## src/rtl/dbg_pkg.sv

```systemverilog
package dbg_pkg;
  typedef enum logic [2:0] {
    CMD_NOP  = 3'd0,
    CMD_ACT  = 3'd1,
    CMD_RD   = 3'd2,
    CMD_WR   = 3'd3,
    CMD_PRE  = 3'd4,
    CMD_PREA = 3'd5,
    CMD_BST  = 3'd6,
    CMD_REF  = 3'd7
  } cmd_e;

  typedef enum logic [2:0] {
    RSN_NONE     = 3'd0,
    RSN_ACT_OPEN = 3'd1,
    RSN_CLOSED   = 3'd2,
    RSN_RD_WR    = 3'd3,
    RSN_AP_PEND  = 3'd4,
    RSN_REF_OPEN = 3'd5,
    RSN_CKE      = 3'd6
  } rsn_e;
endpackage

```

## src/rtl/dbg_down_cnt.sv

```systemverilog
module dbg_down_cnt #(
  parameter int W = 3
) (
  input  logic         clk_i,
  input  logic         rst_ni,
  input  logic         load_i,
  input  logic [W-1:0] val_i,
  input  logic         clr_i,
  output logic [W-1:0] cnt_o
);
  always_ff @(posedge clk_i or negedge rst_ni) begin
    if (!rst_ni)              cnt_o <= '0;
    else if (load_i)          cnt_o <= val_i;
    else if (clr_i)           cnt_o <= '0;
    else if (cnt_o != '0)     cnt_o <= cnt_o - W'(1);
  end

  AST_CNT_STEP: assert property (@(posedge clk_i) disable iff (!rst_ni)
    (!load_i && !clr_i && cnt_o != '0) |=> (cnt_o == $past(cnt_o) - W'(1)));
endmodule

```

## src/rtl/dbg_bank_table.sv

```systemverilog
module dbg_bank_table #(
  parameter int NB    = 4,
  parameter int ROW_W = 13
) (
  input  logic                clk_i,
  input  logic                rst_ni,
  input  logic [NB-1:0]       set_i,
  input  logic [NB-1:0]       clr_i,
  input  logic [ROW_W-1:0]    row_i,
  output logic [NB-1:0]       open_o,
  output logic [NB*ROW_W-1:0] rows_o
);
  for (genvar g = 0; g < NB; g++) begin : g_bank
    always_ff @(posedge clk_i or negedge rst_ni) begin
      if (!rst_ni) begin
        open_o[g]                  <= 1'b0;
        rows_o[g*ROW_W +: ROW_W]   <= '0;
      end else if (set_i[g]) begin
        open_o[g]                  <= 1'b1;
        rows_o[g*ROW_W +: ROW_W]   <= row_i;
      end else if (clr_i[g]) begin
        open_o[g]                  <= 1'b0;
      end
    end
  end

  AST_SET_CLR_EXCL: assert property (@(posedge clk_i) disable iff (!rst_ni)
    (set_i & clr_i) == '0);
  AST_SET_ON_CLOSED: assert property (@(posedge clk_i) disable iff (!rst_ni)
    (set_i & open_o) == '0);
endmodule

```

## src/rtl/dram_bank_guard.sv

```systemverilog
module dram_bank_guard
  import dbg_pkg::*;
#(
  parameter int NUM_BANKS = 4,
  parameter int ROW_W     = 13,
  parameter int BURST_LEN = 4,
  parameter int REF_CYC   = 4
) (
  input  logic                       clk_i,
  input  logic                       rst_ni,
  input  logic                       cke_i,
  input  logic [2:0]                 cmd_i,
  input  logic [$clog2(NUM_BANKS)-1:0] bank_i,
  input  logic [ROW_W-1:0]           row_i,
  input  logic                       ap_i,
  output logic [NUM_BANKS-1:0]       bank_open_o,
  output logic [NUM_BANKS*ROW_W-1:0] open_row_o,
  output logic                       illegal_o,
  output logic [2:0]                 reason_o
);
  localparam int BA_W  = $clog2(NUM_BANKS);
  localparam int BHALF = BURST_LEN / 2;
  localparam int BW    = $clog2(BHALF + 1);
  localparam int RW    = $clog2(REF_CYC + 1);

  cmd_e cmd;
  assign cmd = cmd_e'(cmd_i);

  logic [BW-1:0]        bcnt;
  logic [RW-1:0]        rcnt;
  logic [BA_W-1:0]      bbank_q;
  logic                 bap_q, brd_q;
  logic                 b_load, b_clr, r_load, ill_d;
  rsn_e                 rsn_d, rsn_q;
  logic [NUM_BANKS-1:0] set_v, clr_v;
  logic                 burst_act;

  assign burst_act = (bcnt != '0);

  always_comb begin
    b_load = 1'b0;
    b_clr  = 1'b0;
    r_load = 1'b0;
    set_v  = '0;
    clr_v  = '0;
    ill_d  = 1'b0;
    rsn_d  = RSN_NONE;
    // auto-precharge close on the edge that ends the burst
    if (bcnt == BW'(1) && bap_q) clr_v[bbank_q] = 1'b1;
    if (!cke_i) begin
      if (burst_act || rcnt != '0) begin
        ill_d = 1'b1;
        rsn_d = RSN_CKE;
      end
    end else begin
      unique case (cmd)
        CMD_ACT: begin
          if (bank_open_o[bank_i]) begin
            ill_d = 1'b1;
            rsn_d = RSN_ACT_OPEN;
          end else begin
            set_v[bank_i] = 1'b1;
          end
        end
        CMD_RD, CMD_WR: begin
          if (burst_act && bap_q) begin
            ill_d = 1'b1;
            rsn_d = RSN_AP_PEND;
          end else if (!bank_open_o[bank_i]) begin
            ill_d = 1'b1;
            rsn_d = RSN_CLOSED;
          end else if (cmd == CMD_WR && burst_act && brd_q) begin
            ill_d = 1'b1;
            rsn_d = RSN_RD_WR;
          end else begin
            b_load = 1'b1;
          end
        end
        CMD_PRE: begin
          clr_v[bank_i] = 1'b1;
          if (burst_act && bbank_q == bank_i) b_clr = 1'b1;
        end
        CMD_PREA: begin
          clr_v = '1;
          b_clr = 1'b1;
        end
        CMD_BST: begin
          if (burst_act && brd_q) begin
            b_clr = 1'b1;
            if (bap_q) clr_v[bbank_q] = 1'b1;
          end
        end
        CMD_REF: begin
          if (|bank_open_o) begin
            ill_d = 1'b1;
            rsn_d = RSN_REF_OPEN;
          end else begin
            r_load = 1'b1;
          end
        end
        default: ;
      endcase
    end
  end

  always_ff @(posedge clk_i or negedge rst_ni) begin
    if (!rst_ni) begin
      bbank_q   <= '0;
      bap_q     <= 1'b0;
      brd_q     <= 1'b0;
      illegal_o <= 1'b0;
      rsn_q     <= RSN_NONE;
    end else begin
      if (b_load) begin
        bbank_q <= bank_i;
        bap_q   <= ap_i;
        brd_q   <= (cmd == CMD_RD);
      end
      illegal_o <= ill_d;
      rsn_q     <= rsn_d;
    end
  end
  assign reason_o = rsn_q;

  dbg_down_cnt #(.W(BW)) u_burst (
    .clk_i (clk_i), .rst_ni(rst_ni), .load_i(b_load),
    .val_i (BW'(BHALF)), .clr_i(b_clr), .cnt_o(bcnt)
  );

  dbg_down_cnt #(.W(RW)) u_ref (
    .clk_i (clk_i), .rst_ni(rst_ni), .load_i(r_load),
    .val_i (RW'(REF_CYC)), .clr_i(1'b0), .cnt_o(rcnt)
  );

  dbg_bank_table #(.NB(NUM_BANKS), .ROW_W(ROW_W)) u_banks (
    .clk_i (clk_i), .rst_ni(rst_ni), .set_i(set_v), .clr_i(clr_v),
    .row_i (row_i), .open_o(bank_open_o), .rows_o(open_row_o)
  );

  AST_ACT_OPENS: assert property (@(posedge clk_i) disable iff (!rst_ni)
    (cke_i && cmd == CMD_ACT && !bank_open_o[bank_i]) |=> bank_open_o[$past(bank_i)]);
  AST_ACT_OPEN_HOLD: assert property (@(posedge clk_i) disable iff (!rst_ni)
    (cke_i && cmd == CMD_ACT && bank_open_o[bank_i])
      |=> (illegal_o && reason_o == RSN_ACT_OPEN && $stable(open_row_o)));
  AST_RDWR_CLOSED: assert property (@(posedge clk_i) disable iff (!rst_ni)
    (cke_i && (cmd == CMD_RD || cmd == CMD_WR) && !bank_open_o[bank_i] && !(burst_act && bap_q))
      |=> (illegal_o && reason_o == RSN_CLOSED));
  AST_CKE_BURST: assert property (@(posedge clk_i) disable iff (!rst_ni)
    (!cke_i && burst_act) |=> (illegal_o && reason_o == RSN_CKE));
  AST_PREA_CLOSES: assert property (@(posedge clk_i) disable iff (!rst_ni)
    (cke_i && cmd == CMD_PREA) |=> (bank_open_o == '0));
  AST_REF_OPEN: assert property (@(posedge clk_i) disable iff (!rst_ni)
    (cke_i && cmd == CMD_REF && |bank_open_o) |=> (illegal_o && reason_o == RSN_REF_OPEN));
  AST_CKE_IDLE: assert property (@(posedge clk_i) disable iff (!rst_ni)
    (!cke_i && !burst_act && rcnt == '0) |=> (!illegal_o && $stable(bank_open_o)));
endmodule

```

## config.mk

```make
export PLATFORM = sky130hd
export DESIGN_NAME = dram_bank_guard
export DESIGN_NICKNAME = d
export VERILOG_FILES = /design/src/rtl/dbg_pkg.sv /design/src/rtl/dbg_down_cnt.sv /design/src/rtl/dbg_bank_table.sv /design/src/rtl/dram_bank_guard.sv
export SDC_FILE = /design/constraint.sdc
export NUM_CORES = 1
export LEC_CHECK = 0
export ABC_AREA = 1
export CORE_MARGIN = 4
export CORE_UTILIZATION = 60
export DETAILED_ROUTE_END_ITERATION = 7
export DONT_BUFFER_PORTS = 1
export PLACE_DENSITY = 0.76
export SLEW_MARGIN = 0
export SYNTH_ARGS = -nofsm -noshare
export SYNTH_HDL_FRONTEND = slang
export SYNTH_SLANG_ARGS = --single-unit
```

## constraint.sdc

```tcl
create_clock -name clk_i -period 3.9 [get_ports clk_i]
set_input_delay 0.195 -clock clk_i [delete_from_list [all_inputs] [get_ports clk_i]]
set_output_delay 0.195 -clock clk_i [all_outputs]
set_load 0.02 [all_outputs]
```

After elaboration in Yosys (flattened, before gate mapping)
Cells that the tools add are included.
{"block": "classes", "n_bitwise": 2, "n_addsub": 2, "n_eq_ne": 9, "n_reduce_logical": 19, "mux": 55, "order_cmp": 4}
{"operator": "1-bit 2-to-1 mux", "count": 30}
{"operator": "4-bit 2-to-1 mux", "count": 7}
{"operator": "3-bit 2-to-1 mux", "count": 6}
{"operator": "3-bit == test, second input constant", "count": 4}
{"operator": "4-bit case mux with 3 select lines", "count": 1}
{"operator": "2-bit nonzero test", "count": 6}
{"operator": "2-bit 2-to-1 mux", "count": 5}
{"operator": "3-bit case mux with 3 select lines", "count": 1}
{"operator": "1-bit logical AND", "count": 8}
{"operator": "4-bit OR", "count": 2}
{"operator": "3-bit by 2-bit == test with 1-bit output, second input constant", "count": 2}
{"operator": "2-bit by 3-bit less-than comparator with 1-bit output, second input constant", "count": 2}
{"operator": "1-bit case mux with 3 select lines", "count": 2}
{"operator": "3-bit nonzero test", "count": 2}
{"operator": "1-bit demux with 2-bit select", "count": 2}
{"operator": "2-bit by 1-bit >= comparator with 1-bit output, second input constant", "count": 2}
{"operator": "4-bit OR reduction", "count": 1}
{"operator": "3-bit by 1-bit == test with 1-bit output, second input constant", "count": 1}
{"operator": "3-bit by 1-bit subtractor with 3-bit output, second input constant", "count": 1}
{"operator": "1-bit binary-select mux with 2-bit select", "count": 1}
{"operator": "2-bit by 1-bit == test with 1-bit output, second input constant", "count": 1}
{"operator": "2-bit == test", "count": 1}
{"operator": "2-bit OR reduction", "count": 1}
{"operator": "2-bit by 1-bit subtractor with 2-bit output, second input constant", "count": 1}
{"operator": "1-bit logical OR", "count": 1}
{"block": "word_totals", "input_bits": 22, "wordCells": 106, "output_inout_bits": 60, "regBits": 69}

Longest topological paths before layout
Gate-level depths: netlist (run 1).
{"block": "depth", "depth_word": 12, "ltp_mapped": 10, "ltp_nobuf": 10}

Cells and area by module
Synthesis (run 1) repeated with hierarchy kept, for this count alone.
{"block": "hier_totals", "cells_unflattened": 433, "area_unflattened_um2": 3367.0}
{"module": "dbg_bank_table", "cells_each": 236, "area_per_inst_um2": 2122.0, "n_inst": 1, "seq_area_each_um2": 1401.3}
{"module": "dram_bank_guard", "cells_each": 145, "area_per_inst_um2": 895.9, "n_inst": 1, "seq_area_each_um2": 200.2}
{"module": "dbg_down_cnt (u_ref)", "cells_each": 31, "area_per_inst_um2": 209.0, "n_inst": 1, "seq_area_each_um2": 75.1}
{"module": "dbg_down_cnt (u_burst)", "cells_each": 21, "area_per_inst_um2": 140.1, "n_inst": 1, "seq_area_each_um2": 50.0}

Worst setup path after synthesis (run 1)
Ideal clock, no wire load.
{"block": "synth_timing", "path_type": "register to register", "from": "register u_burst.cnt_o[0]", "to": "register bap_q", "arrival_ns": 1.233, "t_required_ns": 3.775, "path_stages_with_launch": 8, "period_less_slack_ns": 1.358, "path_buffers": 0, "setup_time_ns": 0.125, "path_slack_ns": 2.542, "path_cell_list": "dfrtp_1 > inv_1 > ha_1 > nor2_1 > nor3_2 > nand3_2 > nor2_1 > a21oi_1"}
{"block": "synth_via", "elab_chain_cells": 8, "word_cells_on_any_way": 9, "cone_classes": "mux: 5; reduce/logical: 4"}
{"item": "start, declared", "line": "dbg_down_cnt.sv:9", "source": "output logic [W-1:0] cnt_o"}
{"item": "start signal, assigned", "line": "dbg_down_cnt.sv:13", "source": "else if (load_i) cnt_o <= val_i;"}
{"item": "start signal, assigned", "line": "dbg_down_cnt.sv:15", "source": "else if (cnt_o != '0) cnt_o <= cnt_o - W'(1);"}
{"item": "2-bit nonzero test (*)", "line": "dram_bank_guard.sv:38", "source": "assign burst_act = (bcnt != '0);"}
{"item": "1-bit logical AND (2 in a row)", "line": "dram_bank_guard.sv:72", "source": "end else if (cmd == CMD_WR && burst_act && brd_q) begin"}
{"item": "1-bit 2-to-1 mux", "line": "dram_bank_guard.sv:72"}
{"item": "1-bit 2-to-1 mux", "line": "dram_bank_guard.sv:69", "source": "end else if (!bank_open_o[bank_i]) begin"}
{"item": "1-bit 2-to-1 mux (*)", "line": "dram_bank_guard.sv:66", "source": "if (burst_act && bap_q) begin"}
{"item": "1-bit 2-to-1 mux (*)", "line": "dram_bank_guard.sv:56", "source": "unique case (cmd)"}
{"item": "1-bit 2-to-1 mux (*)", "line": "dram_bank_guard.sv:50", "source": "if (!cke_i) begin"}
{"item": "end signal, assigned", "line": "dram_bank_guard.sv:116", "source": "bap_q <= ap_i;"}
{"item": "end, declared", "line": "dram_bank_guard.sv:32", "source": "logic bap_q, brd_q;"}
Mark *: on every way between the ends. The rest lies on a longest branch, timed or not.
A chain may end at the register's enable or synchronous reset.

Final worst setup path (run 1)
Same ends and word-level chain as after synthesis.

==> results of run 1 <==
==> through the flow <==
step | worst slack, ns | total power, µW | hold slack, ns | cell area [µm²] | utilization, %
after CTS | 2.35 | 2160 | 0.00938 | 3470 | 67.1
after global placement | 2.36 | 1600 | -0.0988 | 3240 | 62.7
after floorplan | 2.54 | 1500 | -0.101 | 3250 | -
after global routing | 2.18 | 2290 | 0.0115 | 3470 | 67.1
after detailed placement | 2.36 | 1620 | -0.0986 | 3240 | 62.7
final | 2.34 | 2150 | 0.0246 | 3470 | 67.1
==> final cells by class <==
type,instances,share of cell area (%)
sequential,69,49.8
inverter,42,4.76
timing repair buffer,3,1.37
multi-input combinational,246,36.5
clock buffer,11,4.08
tap,70,2.53
clock inverter,5,1.01
==> metal layers <==
metal  GRT usage [%]  share of wire [%]
met4            9.46                1.5
met1            32.0                 42
met3            8.22                9.6
met5               0                  0
met2            34.6                 47
==> power by group <==
group	switching [µW]	internal [µW]	total [µW]
combinational	287	178	465
clock	271	249	520
sequential	286	878	1160
==> registers in the layout (all words and copies together) (netlist names) <==
register        flops
brd_q               1
illegal_o           1
bbank_q             2
u_ref.cnt_o         3
bap_q               1
u_banks.open_o      4
u_burst.cnt_o       2
reason_o            3
u_banks.rows_o     52
==> critical path, delay by kind of cell, from the launching register on <==
kind	cells	cell delay, ns
flops	1	0.41
compound gates	1	0.05
simple gates	4	0.68
buf+inv	1	0.07
fa+ha+maj	1	0.24
==> worst paths after layout <==
check	startpoint	endpoint	slack, ns	cells after the start
min	ap_i	bap_q	0.02	2
min in group asynchronous	rst_ni	u_banks.open_o[2]	0.42	2
max reg2reg	u_burst.cnt_o[0]	bap_q	2.34	7
max	u_burst.cnt_o[0]	bap_q	2.34	7
max in group asynchronous	rst_ni	illegal_o	3.20	2
min reg2reg	brd_q	brd_q	0.53	2
==> placed cells by master (no fill, tap or decap), drive strengths merged <==
cell         count
nand2          122
dfrtp           69
o21ai           65
inv             43
nor2            21
nand3           12
clkbuf          11
a21oi            8
nor3             5
ha               4
xor2             3
o21a             3
clkinv           3
nand4            2
dlygate4sd3      2
a31oi            1
clkinvlp         1
buf              1
==> cells by family after synthesis <==
group | Yosys count | synth area share (%)
flops | 69 | 53.2
buf+inv | 50 | 7.86
compound gates | 77 | 14.9
simple gates | 162 | 21.7
fa+ha+maj | 4 | 1.54
xor+xnor | 3 | 0.809
==> flow_summary_export.csv, run 1 <==
group,metric,value,unit
status,status,"complete, no violations",
logic_synthesis,synth_area_leaders,"dfrtp_1, nand2_1, o21ai_2",
cells_and_area,drive_gt1_share,15.4,%
clocking,clk_latency,0.34,ns
timing,setup_viol,0,
logic_synthesis,synthFlopType,"dfrtp_1",
floorplan,initial_utilization,62.8,%
cells_and_area,n_antenna_cell,0,
logic_synthesis,yosysUniqueCellTypes,23,
logic_synthesis,synth.cell_area,3250,µm²
timing,max-slew-margin-rel,76.6,%
logic_synthesis,avgSynthCellArea,8.90,µm²
critical_path,critPathSlowestCell,"dfrtp_1",
grt,grt_max_degree,70,
detailed_routing,vias,2413,
timing,rsz0062_at_grt,"false",
power_and_ir_drop,irDropWorstVdd,0.333,mV
logic_synthesis,ys_warn_count,0,
clocking,clk_pin_slew,0.07,ns
detailed_routing,drc_errors,0,
critical_path,path_max_fanout,10,
clocking,cts_tree,"done",
critical_path,crit_path_frequent_cell,"nor2_1",
critical_path,end_kind,"flop",
cells_and_area,multiInputGateArea,1260,µm²
timing,finClkSkew,0.00693,ns
logic_synthesis,synthArstFlopShare,100,%
clocking,postCtsSetupBuffers,0,
grt,antenna_found_initial,0,
timing,min_period,1.56,ns
detailed_routing,drt_iter0_drc,211,
cells_and_area,stdcell_count,446,
floorplan,die_w,81.6,µm
logic_synthesis,synth-seq-area-share,53.2,%
logic_synthesis,syn_inst,365,
logic_synthesis,yosys_register_bits,69,
critical_path,critPathMaxStageDelay,0.41,ns
clocking,cts.path.max_buffers,2,
detailed_routing,ant_nets,0,
critical_path,arrival,1.78,ns
logic_synthesis,synth_top_cell_by_area,"dfrtp_1",
detailed_routing,totalWireLength,7140,µm
power_and_ir_drop,leakagePower,0.00178,µW
timing,tightest_slew,0.347,ns
cells_and_area,register_area,1730,µm²
floorplan,core-area,5170,µm²
critical_path,start_kind,"flop",
logic_synthesis,synth_top_area_share,53.2,%
placed_design,gp_congestion,0.957,
detailed_routing,first_pass_iters,4,
logic_synthesis,synthTopCellsByCount,"nand2_1, dfrtp_1, inv_1, o21ai_1, o21ai_2",
timing,fmax,0.641,GHz
grt,grt_pass1_wl,11600,µm
logic_synthesis,synth_edf_count,0,
floorplan,die_height,81.6,µm
detailed_routing,routed_via_density,5.41,
power_and_ir_drop,p_per_area,620,nW/µm²
cells_and_area,final_nets,397,
floorplan,io_pins,82,
critical_path,worstPathRequired,4.12,ns
floorplan,die-area,6650,µm²
timing,finalHoldViolations,0,
critical_path,crit_chain,"inv_1 -> ha_1 -> nor2_1 -> nor3_2 -> nand3_2 -> nor2_1 -> a21oi_1",
placed_design,post-place-cells,427,
floorplan,rows,26,
run,drv_cap,0,
clocking,hold_buffers,3,
cells_and_area,nFillCells,400,
clocking,cts.sinks,69,
clocking,root_buffer,"clkbuf_8",
logic_synthesis,yosysMostFrequentCell,"nand2_1",
logic_synthesis,syn_nets,391,
clocking,cts_inserted_buffers,9,
grt,grt_usage,23.6,%
critical_path,critPathKind,"flop to flop",
timing,drv_slew,0,
placed_design,hpwl,5000,µm
timing,tns,0,ns
grt,first_global_vias,2286,
worst_hold_path,min_path_type,"input pin to flop",
detailed_routing,wl_per_cell,16.0,µm
placed_design,portBuffers,0,
timing,min_period_over_period,40.0,%
grt,grt-ovfl-total,0,
clocking,post_cts_resized,0,
cells_and_area,syn2layout_area_growth,6.82,%
clocking,cts_max_level,3,
(Power assumes the default switching activity.)
==> run 2, diff against run 1 <==
--- a/config.mk
+++ b/config.mk
@@ -7,10 +7,10 @@
 export LEC_CHECK = 0
 export ABC_AREA = 1
 export CORE_MARGIN = 4
-export CORE_UTILIZATION = 60
+export CORE_UTILIZATION = 57
 export DETAILED_ROUTE_END_ITERATION = 7
 export DONT_BUFFER_PORTS = 1
-export PLACE_DENSITY = 0.76
+export PLACE_DENSITY = 0.75
 export SLEW_MARGIN = 0
 export SYNTH_ARGS = -nofsm -noshare
 export SYNTH_HDL_FRONTEND = slang
==> constraint.sdc (replaced) <==
create_clock -name clk_i -period 1.3 [get_ports clk_i]
set_input_delay 0.065 -clock clk_i [delete_from_list [all_inputs] [get_ports clk_i]]
set_output_delay 0.065 -clock clk_i [all_outputs]
set_load 0.02 [all_outputs]
==> run 2 against run 1 <==
  * The flow now finishes with violations (hold timing, setup timing)
  * Sequential power rose to 3.0 times the previous value
  * Final cell count up 12%
  * First-iteration DRC count down 7.1%
  * Clock-buffer cell count up 2
  * Flip-flop and latch count unchanged
  * Register-to-register slack worse by 2.5 ns
  * Final area up 22%
  * Maximum frequency up 5.5%
  * Combinational power rose to 4.7 times the previous value
  * Non-clock buffer count up 43
  * Worst hold slack worse by 0.61 ns
  * Critical path depth up 1
  * Critical path type unchanged
  * Largest cell class unchanged
==> flow_summary_export.csv, run 2 (synthesis gave the netlist of run 1 again) <==
group,metric,value,unit
floorplan,die_height,83.5,µm
timing,setup_viol,20,
critical_path,worstPathRequired,1.53,ns
detailed_routing,routed-wl-met3,667,µm
status,status,"complete, but fails checks",
floorplan,rows,27,
clocking,cts.path.max_buffers,2,
detailed_routing,first_pass_iters,4,
cells_and_area,reg_top3,"u_banks.rows_o x52, u_banks.open_o x4",
cells_and_area,nFillCells,396,
critical_path,critPathKind,"flop to flop",
detailed_routing,totalWireLength,9260,µm
floorplan,die-area,6970,µm²
cells_and_area,final_nets,449,
timing,min_period,1.48,ns
critical_path,start_kind,"flop",
placed_design,postPlaceCellArea,3350,µm²
clocking,cts.sinks,69,
critical_path,r2r_start,"u_burst.cnt_o[0]",
critical_path,end_kind,"flop",
critical_path,endpoint,"bap_q",
timing,fmax,0.676,GHz
worst_hold_path,min_path_type,"input pin to async pin",
clocking,clk_pin_slew,0.07,ns
detailed_routing,drc_errors,0,
grt,first_global_vias,2578,
critical_path,ff2ff_path_depth,8,
floorplan,io_pins,82,
critical_path,r2r_end,"bap_q",
grt,grt_max_degree,70,
timing,tightest_slew,0.643,ns
timing,drv_slew,0,
run,drv_cap,0,
clocking,hold_buffers,20,
critical_path,critPathSlowestCell,"dfrtp_2",
critical_path,path_max_fanout,5,
grt,grt_usage,23.0,%
detailed_routing,vias,2746,
floorplan,core-area,5510,µm²
critical_path,r2r_slack,-0.18,ns
placed_design,gp_congestion,0.909,
critical_path,crit_chain,"inv_2 -> ha_4 -> inv_4 -> nand4_1 -> buf_6 -> nand3_4 -> nor2_2 -> a21oi_2",
cells_and_area,drive_gt1_share,29.3,%
cells_and_area,stdcell_area,4220,µm²
power_and_ir_drop,p_per_area,1710,nW/µm²
cells_and_area,regMostFlops,"u_banks.rows_o",
placed_design,hpwl,5000,µm
power_and_ir_drop,leakagePower,0.00203,µW
timing,rsz0062_at_grt,"true",
timing,min_period_over_period,114,%
detailed_routing,routed.top_layer,"met4",
placed_design,portBuffers,0,
grt,grt_pass1_wl,12700,µm
timing,finalHoldViolations,69,
clocking,clk_latency,0.34,ns
detailed_routing,wl_met2,4720,µm
detailed_routing,ant_nets,0,
detailed_routing,wl_per_cell,18.6,µm
detailed_routing,wl_met1,3630,µm
cells_and_area,n_antenna_cell,0,
clocking,root_buffer,"clkbuf_8",
status,violations,"hold timing, setup timing",
critical_path,critPathMaxStageDelay,0.44,ns
timing,finClkSkew,0.0124,ns
detailed_routing,routed_via_density,5.51,
clocking,cts_inserted_buffers,9,
grt,antenna_found_initial,0,
floorplan,die_w,83.5,µm
cells_and_area,final_common_cell,"nand2_1",
floorplan,initial_utilization,59.0,%
timing,max-slew-margin-rel,57.1,%
timing,post-route-worst-setup-slack,-0.179,ns
grt,grt-ovfl-total,0,
clocking,cts_max_level,3,
cells_and_area,final_cell_mix,"nand2_1, dfrtp_1, inv_1",
timing,hold-worst-slack,-0.586,ns
critical_path,crit_path_start,"u_burst.cnt_o[0]",
critical_path,arrival,1.70,ns
clocking,cts_tree,"done",
cells_and_area,largest_register_ffs,52,
cells_and_area,syn2layout_area_growth,29.9,%
detailed_routing,drt_iter0_drc,196,
power_and_ir_drop,irDropWorstVdd,1.54,mV
## run 2: cell types whose count changed in the layout (fill, tap and decap cells not counted), sizes merged
cell         before  now
dlygate4sd3       2   20
nand3            12   13
clkbuf           11   13
buf               1   26
nand2           122  129
clkinv            3    2
inv              43   41
## run 2: worst max-delay path, delay by kind of cell (launching register included)
kind	cells	cell delay [ns]
flip-flops	1	0.44
AO/OA/AOI/OAI	1	0.06
adder cells (fa/ha/maj)	1	0.16
AND/OR/NAND/NOR	3	0.43
buffers and inverters	3	0.28
## run 2: area by class of cell
class	count	area (µm²)	share of cell area, %
Inverter	42	186	4.42
Clock inverter	1	7.51	0.178
Timing Repair inverter	1	16.3	0.386
Sequential cell	69	1730	41.0
Multi-Input combinational cell	254	1610	38.3
Clock buffer	13	159	3.77
Tap cell	72	90.1	2.14
Timing Repair Buffer	46	415	9.85
## run 2: how the worst min path moves through the flow
| stage | from | cells after the start | endpoint | slack (ns) |
|---|---|---|---|---|
| final | rst_ni | 0 | brd_q | -0.59 |
| after global routing | rst_ni | 0 | reason_o[2] | -0.61 |
| after CTS | rst_ni | 0 | brd_q | -0.60 |
| after detailed placement | rst_ni | 0 | brd_q | -0.23 |
| after global placement | rst_ni | 0 | brd_q | -0.23 |
| after floorplan | rst_ni | 0 | bap_q | -0.23 |
## run 2: routing by layer
layer  track usage, %  vias to the layer above
li1                 -                     1293
met1             27.7                     1319
met2             38.4                      110
met3             6.32                       24
met4             10.5                        0
met5                0                        -
## run 2: through the flow
stage / TNS [ns] / std cells / util (%) / setup WS (ns) / power, µW
finish: -1.31 / 498 / 76.6 / -0.179 / 7200
global route: -4.31 / 498 / 76.6 / -0.226 / 7620
global placement: -0.558 / 440 / 60.8 / -0.115 / 5040
CTS: -3.11 / 478 / 68.5 / -0.0715 / 6750
detailed placement: -1.72 / 440 / 60.8 / -0.157 / 5110
floorplan: -0.00134 / 365 / - / -0.00134 / 4580
## run 2: repair_timing
| action | 4_1_cts | 5_1_grt |
|---|---|---|
| setup endpoints to repair | 64 | 65 |
| pin swaps | 5 | 18 |
| endpoints found under the hold margin | 131 | 69 |
| cloned | 1 | 8 |
| gates resized for setup | 8 | 58 |
| setup buffers | 3 | 12 |
## run 2: power by group
part	switching, µW	total [µW]	internal [µW]
Combinational	1190	2170	978
Clock	751	1530	778
Sequential	857	3500	2640
Total	2800	7200	4400
==> run 3, diff against run 2 <==
--- a/config.mk
+++ b/config.mk
@@ -11,7 +11,9 @@
 export DETAILED_ROUTE_END_ITERATION = 7
 export DONT_BUFFER_PORTS = 1
 export PLACE_DENSITY = 0.75
+export SKIP_LAST_GASP = 1
 export SLEW_MARGIN = 0
 export SYNTH_ARGS = -nofsm -noshare
 export SYNTH_HDL_FRONTEND = slang
+export SYNTH_HIERARCHICAL = 1
 export SYNTH_SLANG_ARGS = --single-unit
==> run 3 against run 2 <==
  * The flow still finishes with violations (hold timing, setup timing)
  * Largest cell class is now multi-input combinational cells
  * Largest power group unchanged
  * Critical path type unchanged
  * Clock power is 34% higher
  * Clock skew decreased by 0.0023 ns
  * Flip-flop and latch count is the same
  * Final cell count up 18%
==> flow_summary_export.csv, run 3 <==
group,metric,value,unit
status,status,"complete, but fails checks",
status,violations,"hold timing, setup timing",
power_and_ir_drop,p_per_area,1640,nW/µm²
grt,antenna_found_initial,0,
logic_synthesis,avgSynthCellArea,7.78,µm²
floorplan,initial_utilization,60.0,%
cells_and_area,final_common_cell,"nand2_1",
run,drv_cap,0,
grt,grt_usage,24.8,%
detailed_routing,routed_via_density,5.79,
timing,rsz0062_at_grt,"true",
timing,fmax,0.638,GHz
placed_design,portBuffers,0,
logic_synthesis,synthTopCellsByCount,"nand2_1, dfrtp_1, inv_1, nor2_1, nand3_1",
timing,post-route-worst-setup-slack,-0.267,ns
cells_and_area,final_util,84.2,%
timing,setup_viol,67,
grt,first_global_vias,2919,
clocking,cts.path.max_buffers,2,
timing,min_period_over_period,121,%
critical_path,arrival,1.80,ns
logic_synthesis,yosys_register_bits,69,
power_and_ir_drop,irDropWorstVdd,1.31,mV
detailed_routing,wl_per_cell,19.0,µm
logic_synthesis,syn_inst,433,
detailed_routing,first_pass_iters,5,
floorplan,io_pins,82,
placed_design,place_ws,-0.138,ns
critical_path,worstPathRequired,1.54,ns
logic_synthesis,yosysMostFrequentCell,"nand2_1",
placed_design,post-place-cells,529,
clocking,cts_inserted_buffers,9,
clocking,cts_tree,"done",
floorplan,rows,27,
cells_and_area,syn2layout_area_growth,40.2,%
detailed_routing,totalWireLength,11100,µm
detailed_routing,drt_iter0_drc,407,
timing,min_period,1.57,ns
critical_path,crit_chain,"nand2_1 -> nand2_1 -> nand2_2 -> nand2_8 -> nor3_4 -> buf_6 -> inv_8 -> nand2_1 -> nand2_1",
grt,grt-ovfl-total,0,
critical_path,critPathMaxStageDelay,0.44,ns
grt,grt_max_degree,70,
clocking,root_buffer,"clkbuf_8",
cells_and_area,stdcell_area,4720,µm²
cells_and_area,final_nets,534,
critical_path,start_kind,"flop",
timing,finClkSkew,0.0102,ns
floorplan,die_height,84.9,µm
critical_path,crit_buf_inv,2,
logic_synthesis,synth_top_cell_by_area,"dfrtp_1",
logic_synthesis,synth-seq-area-share,51.3,%
cells_and_area,regMostFlops,"u_banks/rows_o",
logic_synthesis,ys_warn_count,6,
worst_hold_path,min_path_type,"input pin to async pin",
placed_design,hpwl,5790,µm
critical_path,end_kind,"flop",
power_and_ir_drop,leakagePower,0.00253,µW
critical_path,path_max_fanout,14,
cells_and_area,drive_gt1_share,34.8,%
logic_synthesis,synth_area_leaders,"dfrtp_1, nand2_1, inv_1",
logic_synthesis,synth_edf_count,0,
logic_synthesis,yosysUniqueCellTypes,28,
cells_and_area,largest_register_ffs,52,
clocking,cts_max_level,3,
cells_and_area,reg_top3,"u_banks/rows_o x52, u_banks/open_o x4",
detailed_routing,ant_nets,0,
critical_path,critPathKind,"flop to flop",
floorplan,die-area,7200,µm²
clocking,clk_pin_slew,0.08,ns
clocking,cts.sinks,69,
timing,hold-worst-slack,-0.605,ns
clocking,clk_latency,0.35,ns
critical_path,cp_top_family,"simple AND/OR/NAND/NOR gates",
logic_synthesis,synthFlopType,"dfrtp_1",
logic_synthesis,synthArstFlopShare,100,%
detailed_routing,drc_errors,0,
cells_and_area,n_antenna_cell,0,
logic_synthesis,synth_top_area_share,51.3,%
critical_path,critPathSlowestCell,"dfrtp_2",
critical_path,crit_path_frequent_cell,"nand2_1",
cells_and_area,final_cell_mix,"nand2_1, dfrtp_1, nand2_2",
timing,drv_slew,0,
timing,tns,-12.10,ns
grt,grt_pass1_wl,14200,µm
placed_design,gp_congestion,0.872,
floorplan,die_w,84.9,µm
timing,finalHoldViolations,69,
floorplan,core-area,5610,µm²
placed_design,postPlaceCellArea,3660,µm²
detailed_routing,vias,3391,
cells_and_area,stdcell_count,586,
logic_synthesis,synth.cell_area,3370,µm²
clocking,hold_buffers,19,
## run 3: cells by family after synthesis
kind of cell               count (synthesis)  share of synthesized area [%]
AOI/OAI and AO/OA                         22                           4.20
adders and majority gates                  3                           1.11
buffers and inverters                     52                           7.84
DFF                                       69                           51.3
other                                      2                          0.223
and+or+nand+nor                          285                           35.3
## run 3: stage by stage
step / total power [µW] / hold slack, ns
after floorplan: 4380 / -0.231
after global placement: 4820 / -0.228
after detailed placement: 4930 / -0.228
after CTS: 7220 / -0.607
after global routing: 8110 / -0.623
final: 7760 / -0.605
## run 3: final cells by class
type,count,area (µm²)
clock buffer,10,138
clock inverter,6,93.8
fill,309,888
inverter,41,188
multi-input combinational,316,1740
sequential,69,1740
tap,72,90.1
timing repair buffer,70,719
timing repair inverter,2,17.5
## run 3: worst paths after layout
check,slack (ns),cells past startpoint,to,from
worst max-delay path,-0.27,9,u_banks/rows_o[22],u_banks/open_o[1]
worst min-delay path,-0.60,0,u_burst/cnt_o[1],rst_ni
worst max register to register,-0.27,9,u_banks/rows_o[22],u_banks/open_o[1]
worst min register to register,0.54,2,u_banks/open_o[1],u_banks/open_o[1]
max in group asynchronous,1.76,0,u_banks/open_o[2],rst_ni
min in group clk_i,0.08,5,reason_o[1],cmd_i[2]
## run 3: power by group
part	switching, µW	internal (µW)
clock network	904	1150
logic	1330	961
registers	811	2600
total	3050	4710
## run 3: repair_timing
item | 4_1_cts | 5_1_grt
pin swaps | 16 | 39
setup endpoints to repair | 64 | 69
gates resized for setup | 42 | 94
buffers inserted | 7 | 13
endpoints found under the hold margin | 128 | 69
cloned | 1 | 4
## run 3: routing by layer
metal | up-vias | track usage, % | wire length [µm]
li1 | 1471 | - | -
met4 | 0 | 9.93 | 333
met1 | 1636 | 32.1 | 4070
met3 | 39 | 8.25 | 1250
met5 | - | 0 | 0
met2 | 245 | 38.6 | 5480
